`config.mk`:
```
export PLATFORM = sky130hd
export DESIGN_NAME = md5s_core
export DESIGN_NICKNAME = d
export VERILOG_FILES = /design/src/rtl/md5s_pkg.sv /design/src/rtl/md5s_csa3.sv /design/src/rtl/md5s_preadd.sv /design/src/rtl/md5s_step.sv /design/src/rtl/md5s_core.sv
export SDC_FILE = /design/constraint.sdc
export NUM_CORES = 2
export LEC_CHECK = 0
export BUFFER_PORTS_ARGS = -buffer_cell sky130_fd_sc_hd__buf_2
export CORE_ASPECT_RATIO = 0.5
export CORE_UTILIZATION = 50
export DETAILED_ROUTE_END_ITERATION = 8
export GPL_ROUTABILITY_DRIVEN = 0
export PLACE_DENSITY = 0.69
export SETUP_SLACK_MARGIN = 0.05
export SLEW_MARGIN = 20
export SYNTH_ARGS = -nofsm -noshare
export SYNTH_HDL_FRONTEND = slang
export SYNTH_SLANG_ARGS = --single-unit
```
`constraint.sdc`:
```
create_clock -name clk -period 17.6 [get_ports clk]
set_input_delay 1.76 -clock clk [delete_from_list [all_inputs] [get_ports clk]]
set_output_delay 1.76 -clock clk [all_outputs]
set_load 0.005 [all_outputs]
```
`src/rtl/md5s_pkg.sv`:
```
package md5s_pkg;

    localparam int WORD_W     = 32;
    localparam int N_WORDS    = 16;
    localparam int N_STEPS    = 64;
    localparam int STEP_W     = $clog2(N_STEPS);
    localparam int SEL_W      = $clog2(N_WORDS);
    localparam int BLOCK_W    = WORD_W * N_WORDS;
    localparam int STATE_W    = WORD_W * 4;
    localparam int PRIME_LEN  = 1;

    typedef logic [WORD_W-1:0] word_t;
    typedef logic [STEP_W-1:0] step_t;

    typedef struct packed {
        word_t d;
        word_t c;
        word_t b;
        word_t a;
    } state_t;

    typedef enum logic [1:0] {
        PH_IDLE  = 2'd0,
        PH_PRIME = 2'd1,
        PH_RUN   = 2'd2
    } phase_t;

    function automatic word_t mix_fn(input step_t idx, input word_t b,
                                     input word_t c, input word_t d);
        case (idx[5:4])
            2'd0:    return (b & c) | (~b & d);
            2'd1:    return (b & d) | (c & ~d);
            2'd2:    return b ^ c ^ d;
            default: return c ^ (b | ~d);
        endcase
    endfunction

    function automatic logic [4:0] rot_amt(input step_t idx);
        case ({idx[5:4], idx[1:0]})
            4'h0: return 5'd7;   4'h1: return 5'd12;
            4'h2: return 5'd17;  4'h3: return 5'd22;
            4'h4: return 5'd5;   4'h5: return 5'd9;
            4'h6: return 5'd14;  4'h7: return 5'd20;
            4'h8: return 5'd4;   4'h9: return 5'd11;
            4'hA: return 5'd16;  4'hB: return 5'd23;
            4'hC: return 5'd6;   4'hD: return 5'd10;
            4'hE: return 5'd15;  default: return 5'd21;
        endcase
    endfunction

    function automatic logic [SEL_W-1:0] word_sel(input step_t idx);
        logic [SEL_W-1:0] j;
        j = idx[SEL_W-1:0];
        case (idx[5:4])
            2'd0:    return j;
            2'd1:    return SEL_W'(4'd5 * j + 4'd1);
            2'd2:    return SEL_W'(4'd3 * j + 4'd5);
            default: return SEL_W'(4'd7 * j);
        endcase
    endfunction

    function automatic word_t step_const(input step_t idx);
        case (idx)
            6'd0:  return 32'hd76aa478;  6'd1:  return 32'he8c7b756;
            6'd2:  return 32'h242070db;  6'd3:  return 32'hc1bdceee;
            6'd4:  return 32'hf57c0faf;  6'd5:  return 32'h4787c62a;
            6'd6:  return 32'ha8304613;  6'd7:  return 32'hfd469501;
            6'd8:  return 32'h698098d8;  6'd9:  return 32'h8b44f7af;
            6'd10: return 32'hffff5bb1;  6'd11: return 32'h895cd7be;
            6'd12: return 32'h6b901122;  6'd13: return 32'hfd987193;
            6'd14: return 32'ha679438e;  6'd15: return 32'h49b40821;
            6'd16: return 32'hf61e2562;  6'd17: return 32'hc040b340;
            6'd18: return 32'h265e5a51;  6'd19: return 32'he9b6c7aa;
            6'd20: return 32'hd62f105d;  6'd21: return 32'h02441453;
            6'd22: return 32'hd8a1e681;  6'd23: return 32'he7d3fbc8;
            6'd24: return 32'h21e1cde6;  6'd25: return 32'hc33707d6;
            6'd26: return 32'hf4d50d87;  6'd27: return 32'h455a14ed;
            6'd28: return 32'ha9e3e905;  6'd29: return 32'hfcefa3f8;
            6'd30: return 32'h676f02d9;  6'd31: return 32'h8d2a4c8a;
            6'd32: return 32'hfffa3942;  6'd33: return 32'h8771f681;
            6'd34: return 32'h6d9d6122;  6'd35: return 32'hfde5380c;
            6'd36: return 32'ha4beea44;  6'd37: return 32'h4bdecfa9;
            6'd38: return 32'hf6bb4b60;  6'd39: return 32'hbebfbc70;
            6'd40: return 32'h289b7ec6;  6'd41: return 32'heaa127fa;
            6'd42: return 32'hd4ef3085;  6'd43: return 32'h04881d05;
            6'd44: return 32'hd9d4d039;  6'd45: return 32'he6db99e5;
            6'd46: return 32'h1fa27cf8;  6'd47: return 32'hc4ac5665;
            6'd48: return 32'hf4292244;  6'd49: return 32'h432aff97;
            6'd50: return 32'hab9423a7;  6'd51: return 32'hfc93a039;
            6'd52: return 32'h655b59c3;  6'd53: return 32'h8f0ccc92;
            6'd54: return 32'hffeff47d;  6'd55: return 32'h85845dd1;
            6'd56: return 32'h6fa87e4f;  6'd57: return 32'hfe2ce6e0;
            6'd58: return 32'ha3014314;  6'd59: return 32'h4e0811a1;
            6'd60: return 32'hf7537e82;  6'd61: return 32'hbd3af235;
            6'd62: return 32'h2ad7d2bb;  default: return 32'heb86d391;
        endcase
    endfunction

endpackage

```
`src/rtl/md5s_csa3.sv`:
```
module md5s_csa3 #(
    parameter int W = 32
) (
    input  logic [W-1:0] x,
    input  logic [W-1:0] y,
    input  logic [W-1:0] z,
    output logic [W-1:0] sum_o
);
    logic [W-1:0] part_sum;
    logic [W-1:0] part_carry;

    always_comb begin
        part_sum   = x ^ y ^ z;
        part_carry = {((x[W-2:0] & y[W-2:0]) | (x[W-2:0] & z[W-2:0]) |
                       (y[W-2:0] & z[W-2:0])), 1'b0};
        sum_o      = part_sum + part_carry;
    end
endmodule

```
`src/rtl/md5s_preadd.sv`:
```
module md5s_preadd
    import md5s_pkg::*;
(
    input  word_t               a_in,
    input  logic [BLOCK_W-1:0]  blk,
    input  step_t               idx,
    output word_t               pre_o
);
    logic [SEL_W-1:0] sel;
    word_t            msg_word;
    word_t            kconst;

    always_comb begin
        sel      = word_sel(idx);
        msg_word = blk[{sel, 5'b0} +: WORD_W];
        kconst   = step_const(idx);
    end

    md5s_csa3 #(.W(WORD_W)) csa_i (
        .x     (a_in),
        .y     (msg_word),
        .z     (kconst),
        .sum_o (pre_o)
    );
endmodule

```
`src/rtl/md5s_step.sv`:
```
module md5s_step
    import md5s_pkg::*;
(
    input  state_t st,
    input  word_t  pre,
    input  step_t  idx,
    output state_t nxt
);
    word_t      inner;
    word_t      rotated;
    logic [4:0] sh;

    always_comb begin
        sh      = rot_amt(idx);
        inner   = pre + mix_fn(idx, st.b, st.c, st.d);
        rotated = (inner << sh) | (inner >> (6'd32 - {1'b0, sh}));
        nxt.a   = st.d;
        nxt.b   = st.b + rotated;
        nxt.c   = st.b;
        nxt.d   = st.c;
    end
endmodule

```
`src/rtl/md5s_core.sv`:
```
module md5s_core
    import md5s_pkg::*;
(
    input  logic                clk,
    input  logic                rst,
    input  logic                start,
    input  logic [BLOCK_W-1:0]  blk_i,
    input  logic [STATE_W-1:0]  chain_i,
    output logic                busy,
    output logic                done,
    output logic [STATE_W-1:0]  digest_o
);
    localparam step_t LAST_STEP = step_t'(N_STEPS - 1);

    phase_t              phase_q;
    step_t               step_q;
    state_t              st_q;
    state_t              iv_q;
    state_t              dig_q;
    word_t               pre_q;
    logic [BLOCK_W-1:0]  blk_q;
    logic                done_q;

    word_t  pre_a;
    step_t  pre_idx;
    word_t  pre_sum;
    state_t st_nxt;

    always_comb begin
        if (phase_q == PH_PRIME) begin
            pre_a   = st_q.a;
            pre_idx = '0;
        end else begin
            pre_a   = st_q.d;
            pre_idx = step_q + step_t'(1);
        end
    end

    md5s_preadd pre_i (
        .a_in  (pre_a),
        .blk   (blk_q),
        .idx   (pre_idx),
        .pre_o (pre_sum)
    );

    md5s_step step_i (
        .st  (st_q),
        .pre (pre_q),
        .idx (step_q),
        .nxt (st_nxt)
    );

    always_ff @(posedge clk) begin
        if (rst) begin
            phase_q <= PH_IDLE;
            step_q  <= '0;
            st_q    <= '0;
            iv_q    <= '0;
            dig_q   <= '0;
            pre_q   <= '0;
            blk_q   <= '0;
            done_q  <= 1'b0;
        end else begin
            done_q <= 1'b0;
            case (phase_q)
                PH_IDLE: begin
                    if (start) begin
                        blk_q   <= blk_i;
                        iv_q    <= chain_i;
                        st_q    <= chain_i;
                        phase_q <= PH_PRIME;
                    end
                end
                PH_PRIME: begin
                    pre_q   <= pre_sum;
                    step_q  <= '0;
                    phase_q <= PH_RUN;
                end
                default: begin
                    st_q   <= st_nxt;
                    pre_q  <= pre_sum;
                    step_q <= step_q + step_t'(1);
                    if (step_q == LAST_STEP) begin
                        phase_q <= PH_IDLE;
                        done_q  <= 1'b1;
                        dig_q.a <= iv_q.a + st_nxt.a;
                        dig_q.b <= iv_q.b + st_nxt.b;
                        dig_q.c <= iv_q.c + st_nxt.c;
                        dig_q.d <= iv_q.d + st_nxt.d;
                    end
                end
            endcase
        end
    end

    assign busy     = (phase_q != PH_IDLE);
    assign done     = done_q;
    assign digest_o = dig_q;
endmodule

```
==> impl_metrics.csv <==
group,metric,value,unit
detailed_routing,vias,57900,
setup_path,reg2regPathDepth,42,
synth,ys_async_sr_fraction,0,
place,io_buffers,772,
clocking,postCtsSetupBuffers,0,
detailed_routing,antenna_left,0,
synth,ys_types,93,
setup_path,arrival,11.08,ns
cells_and_area,final_util,0.575,
clocking,clkTransAtPathRegs,0.07,ns
setup_path,worstSetupPathType,"flip-flop to flip-flop",
setup_path,worstSetupEndpointType,"flip-flop",
synth,syn_nets,8505,
die,fp.dieW,480,µm
cells_and_area,layout_commonest_cell,"nand2_1",
cells_and_area,nNetsFinal,8930,
clocking,clk_latency,0.74,ns
min_path,hp-class,"flip-flop to flip-flop",
run_status,violations,"design-rule violations",
die,start_util,0.506,
synth,synthFlopType,"dfxtp_1",
sta,slew_violations,0,
setup_path,critical-path-slowest-cell,"buf_4",
global_routing,grt_max_degree,222,
setup_path,timing.critical_path.mode_cell,"a21oi_1",
clocking,root_buffer,"clkbuf_16",
sta,rsz0062_at_grt,"no",
sta,slew_headroom,0.150,
synth,synthesis.instances,7556,
die,placementRows,87,
sta,fin_crit,10.45,ns
cells_and_area,area_growth_syn_to_layout,13.6,%
detailed_routing,wire_per_inst,22.7,µm
detailed_routing,first_iter_violations,7855,
setup_path,ff2ff_setup_slack,7.15,ns
min_path,worstHoldPathCells,2,
die,die_area,116000,µm²
sta,fin_skew,0.0524,ns
clocking,hold_buffers,0,
die,chipHeight,241,µm
sta,fmax,0.0957,GHz
synth,syn_avg_cell_area,7.57,µm²
global_routing,groute.usage.overall,0.358,
setup_path,slowest_delay,0.70,ns
clocking,cts_resized,0,
clocking,h-tree-depth,3,
clocking,numCtsBuffers,87,
sta,finalSetupViolCount,0,
power_and_ir_drop,ir_drop,0.0814,mV
synth,yosysWarnings,0,
clocking,cts_tree,"done",
global_routing,grt_pass1_wl,316000,µm
die,coreArea,113000,µm²
detailed_routing,viasPerCell,6.03,
cells_and_area,final_cell_mix,"nand2_1, a21oi_1, dfxtp_1, buf_2, nor2_1",
detailed_routing,firstDrtPassIters,9,
synth,ys_seq_area_frac,0.330,
synth,synth_seq_cells,942,
place,hpwl,160000,µm
sta,worst_pin_slew,1.27,ns
global_routing,grt-ovfl-total,0,
synth,synth.cell_area,57200,µm²
die,io_pins,773,
synth,synth_edf_count,0,
sta,setup_tns,0,ns
global_routing,antenna_found_initial,63,
power_and_ir_drop,leakage,27.7,nW
sta,fin_crit_sh,0.594,
run,maxCapViolations,0,
global_routing,grt_pass1_vias,50800,
detailed_routing,wirelength,218000,µm
sta,hold_viol,0,
cells_and_area,drive_gt1_frac,0.158,
clocking,clockBufferDepth,3,
detailed_routing,drc,25,
setup_path,cp-start-kind,"flip-flop",
setup_path,worstPathRequired,18.23,ns
setup_path,worst-path-max-fanout,89,
run_status,status,"finished, violations left",
clocking,clock_sinks,942,
power_and_ir_drop,power.density,103,nW/µm²
[critical path: cells and delay by family (launching register included)]
| kind | cells | cell delay (ns) |
|---|---|---|
| xor gates and xnor gates | 4 | 1.13 |
| buffers and inverters | 1 | 0.70 |
| muxes | 1 | 0.19 |
| AOI/OAI and AO/OA | 26 | 5.66 |
| and+or+nand+nor | 7 | 1.08 |
| DFF | 1 | 0.42 |
| adders and majority gates | 3 | 1.16 |
[sequential cells by signal, summed over array words and instances (netlist names)]
register and count:
step_q 6, iv_q 128, phase_q 2, digest_o 128, done 1, pre_q 32
blk_q 512, st_q 128, step_i.sh 5
[cells in the mapped netlist (24+ instances only)]
cell / number / area share
nand3_1: 104 / 0.0091
nor2_1: 438 / 0.029
buf_2: 24 / 0.0021
o21ai_0: 245 / 0.021
o221a_2: 31 / 0.0061
fa_1: 43 / 0.015
a31oi_1: 59 / 0.0065
mux2_2: 40 / 0.0079
a21oi_1: 1311 / 0.11
nor2b_1: 37 / 0.0040
a211oi_1: 70 / 0.0092
inv_1: 148 / 0.0097
nand2b_1: 27 / 0.0030
mux2i_1: 87 / 0.015
mux4_2: 145 / 0.057
o21a_1: 39 / 0.0051
buf_1: 71 / 0.0047
o211ai_1: 47 / 0.0062
maj3_1: 31 / 0.0054
xnor2_1: 151 / 0.023
a311oi_1: 60 / 0.0092
xor2_1: 64 / 0.0098
clkbuf_1: 436 / 0.029
nand2_1: 2064 / 0.14
nor3_1: 75 / 0.0066
a21o_1: 141 / 0.019
ha_1: 263 / 0.058
dfxtp_1: 942 / 0.33
o22ai_1: 33 / 0.0036
[path summary, 6_finish.rpt]
check | startpoint | end
hold / removal | digest_o[15] | digest_o[15]
setup / recovery | step_q[4] | digest_o[63]
hold reg to reg | digest_o[15] | digest_o[15]
setup reg to reg | step_q[4] | digest_o[63]
[per-layer routing]
| metal | track usage | part of all wire |
|---|---|---|
| met1 | 0.487 | 0.41 |
| met3 | 0.0916 | 0.11 |
| met4 | 0.157 | 0.047 |
| met2 | 0.536 | 0.43 |
| met5 | 0 | 0.00062 |
[metrics by stage]
step           hold WS (ns)  setup slack [ns]  power (mW)  std cells  area, µm²
6_report              0.447              7.15        6.67       9612      65000
3_3_place_gp          0.437              7.44        4.58       9405      61800
5_1_grt               0.463              6.41        6.95       9602      64900
4_1_cts               0.450              7.30        6.60       9561      64800
3_5_place_dp          0.441              7.35        4.59       9405      61800
2_1_floorplan         0.433              8.91        3.91       7556      57200
[where the power goes]
| part | internal [mW] | switching [mW] | leakage, nW |
|---|---|---|---|
| Combinational | 0.818 | 1.37 | 18.5 |
| Sequential | 2.28 | 0.160 | 7.72 |
| Clock | 1.11 | 0.923 | 1.45 |
[final cells by class]
type	instances	area [µm²]
multi-input combinational	5926	35800
tap	1513	1890
inverter	156	586
clock inverter	33	493
antenna	51	128
clock buffer	123	2510
timing repair buffer	868	4660
sequential	942	18900
fill	10800	48000
[cell families (layout without fill, tap and decap cells)]
logic type | count (synthesis) | in the layout | synth area share
flip-flops | 942 | 942 | 0.330
AND/OR/NAND/NOR | 2862 | 2862 | 0.201
other | 0 | 51 | 0
multiplexers | 275 | 275 | 0.0812
adder cells (fa/ha/maj) | 337 | 337 | 0.0780
buffers and inverters | 688 | 1180 | 0.0458
XOR/XNOR | 217 | 217 | 0.0336
AO/OA/AOI/OAI | 2235 | 2235 | 0.231
No activity file was read; power rests on OpenSTA's default activity.
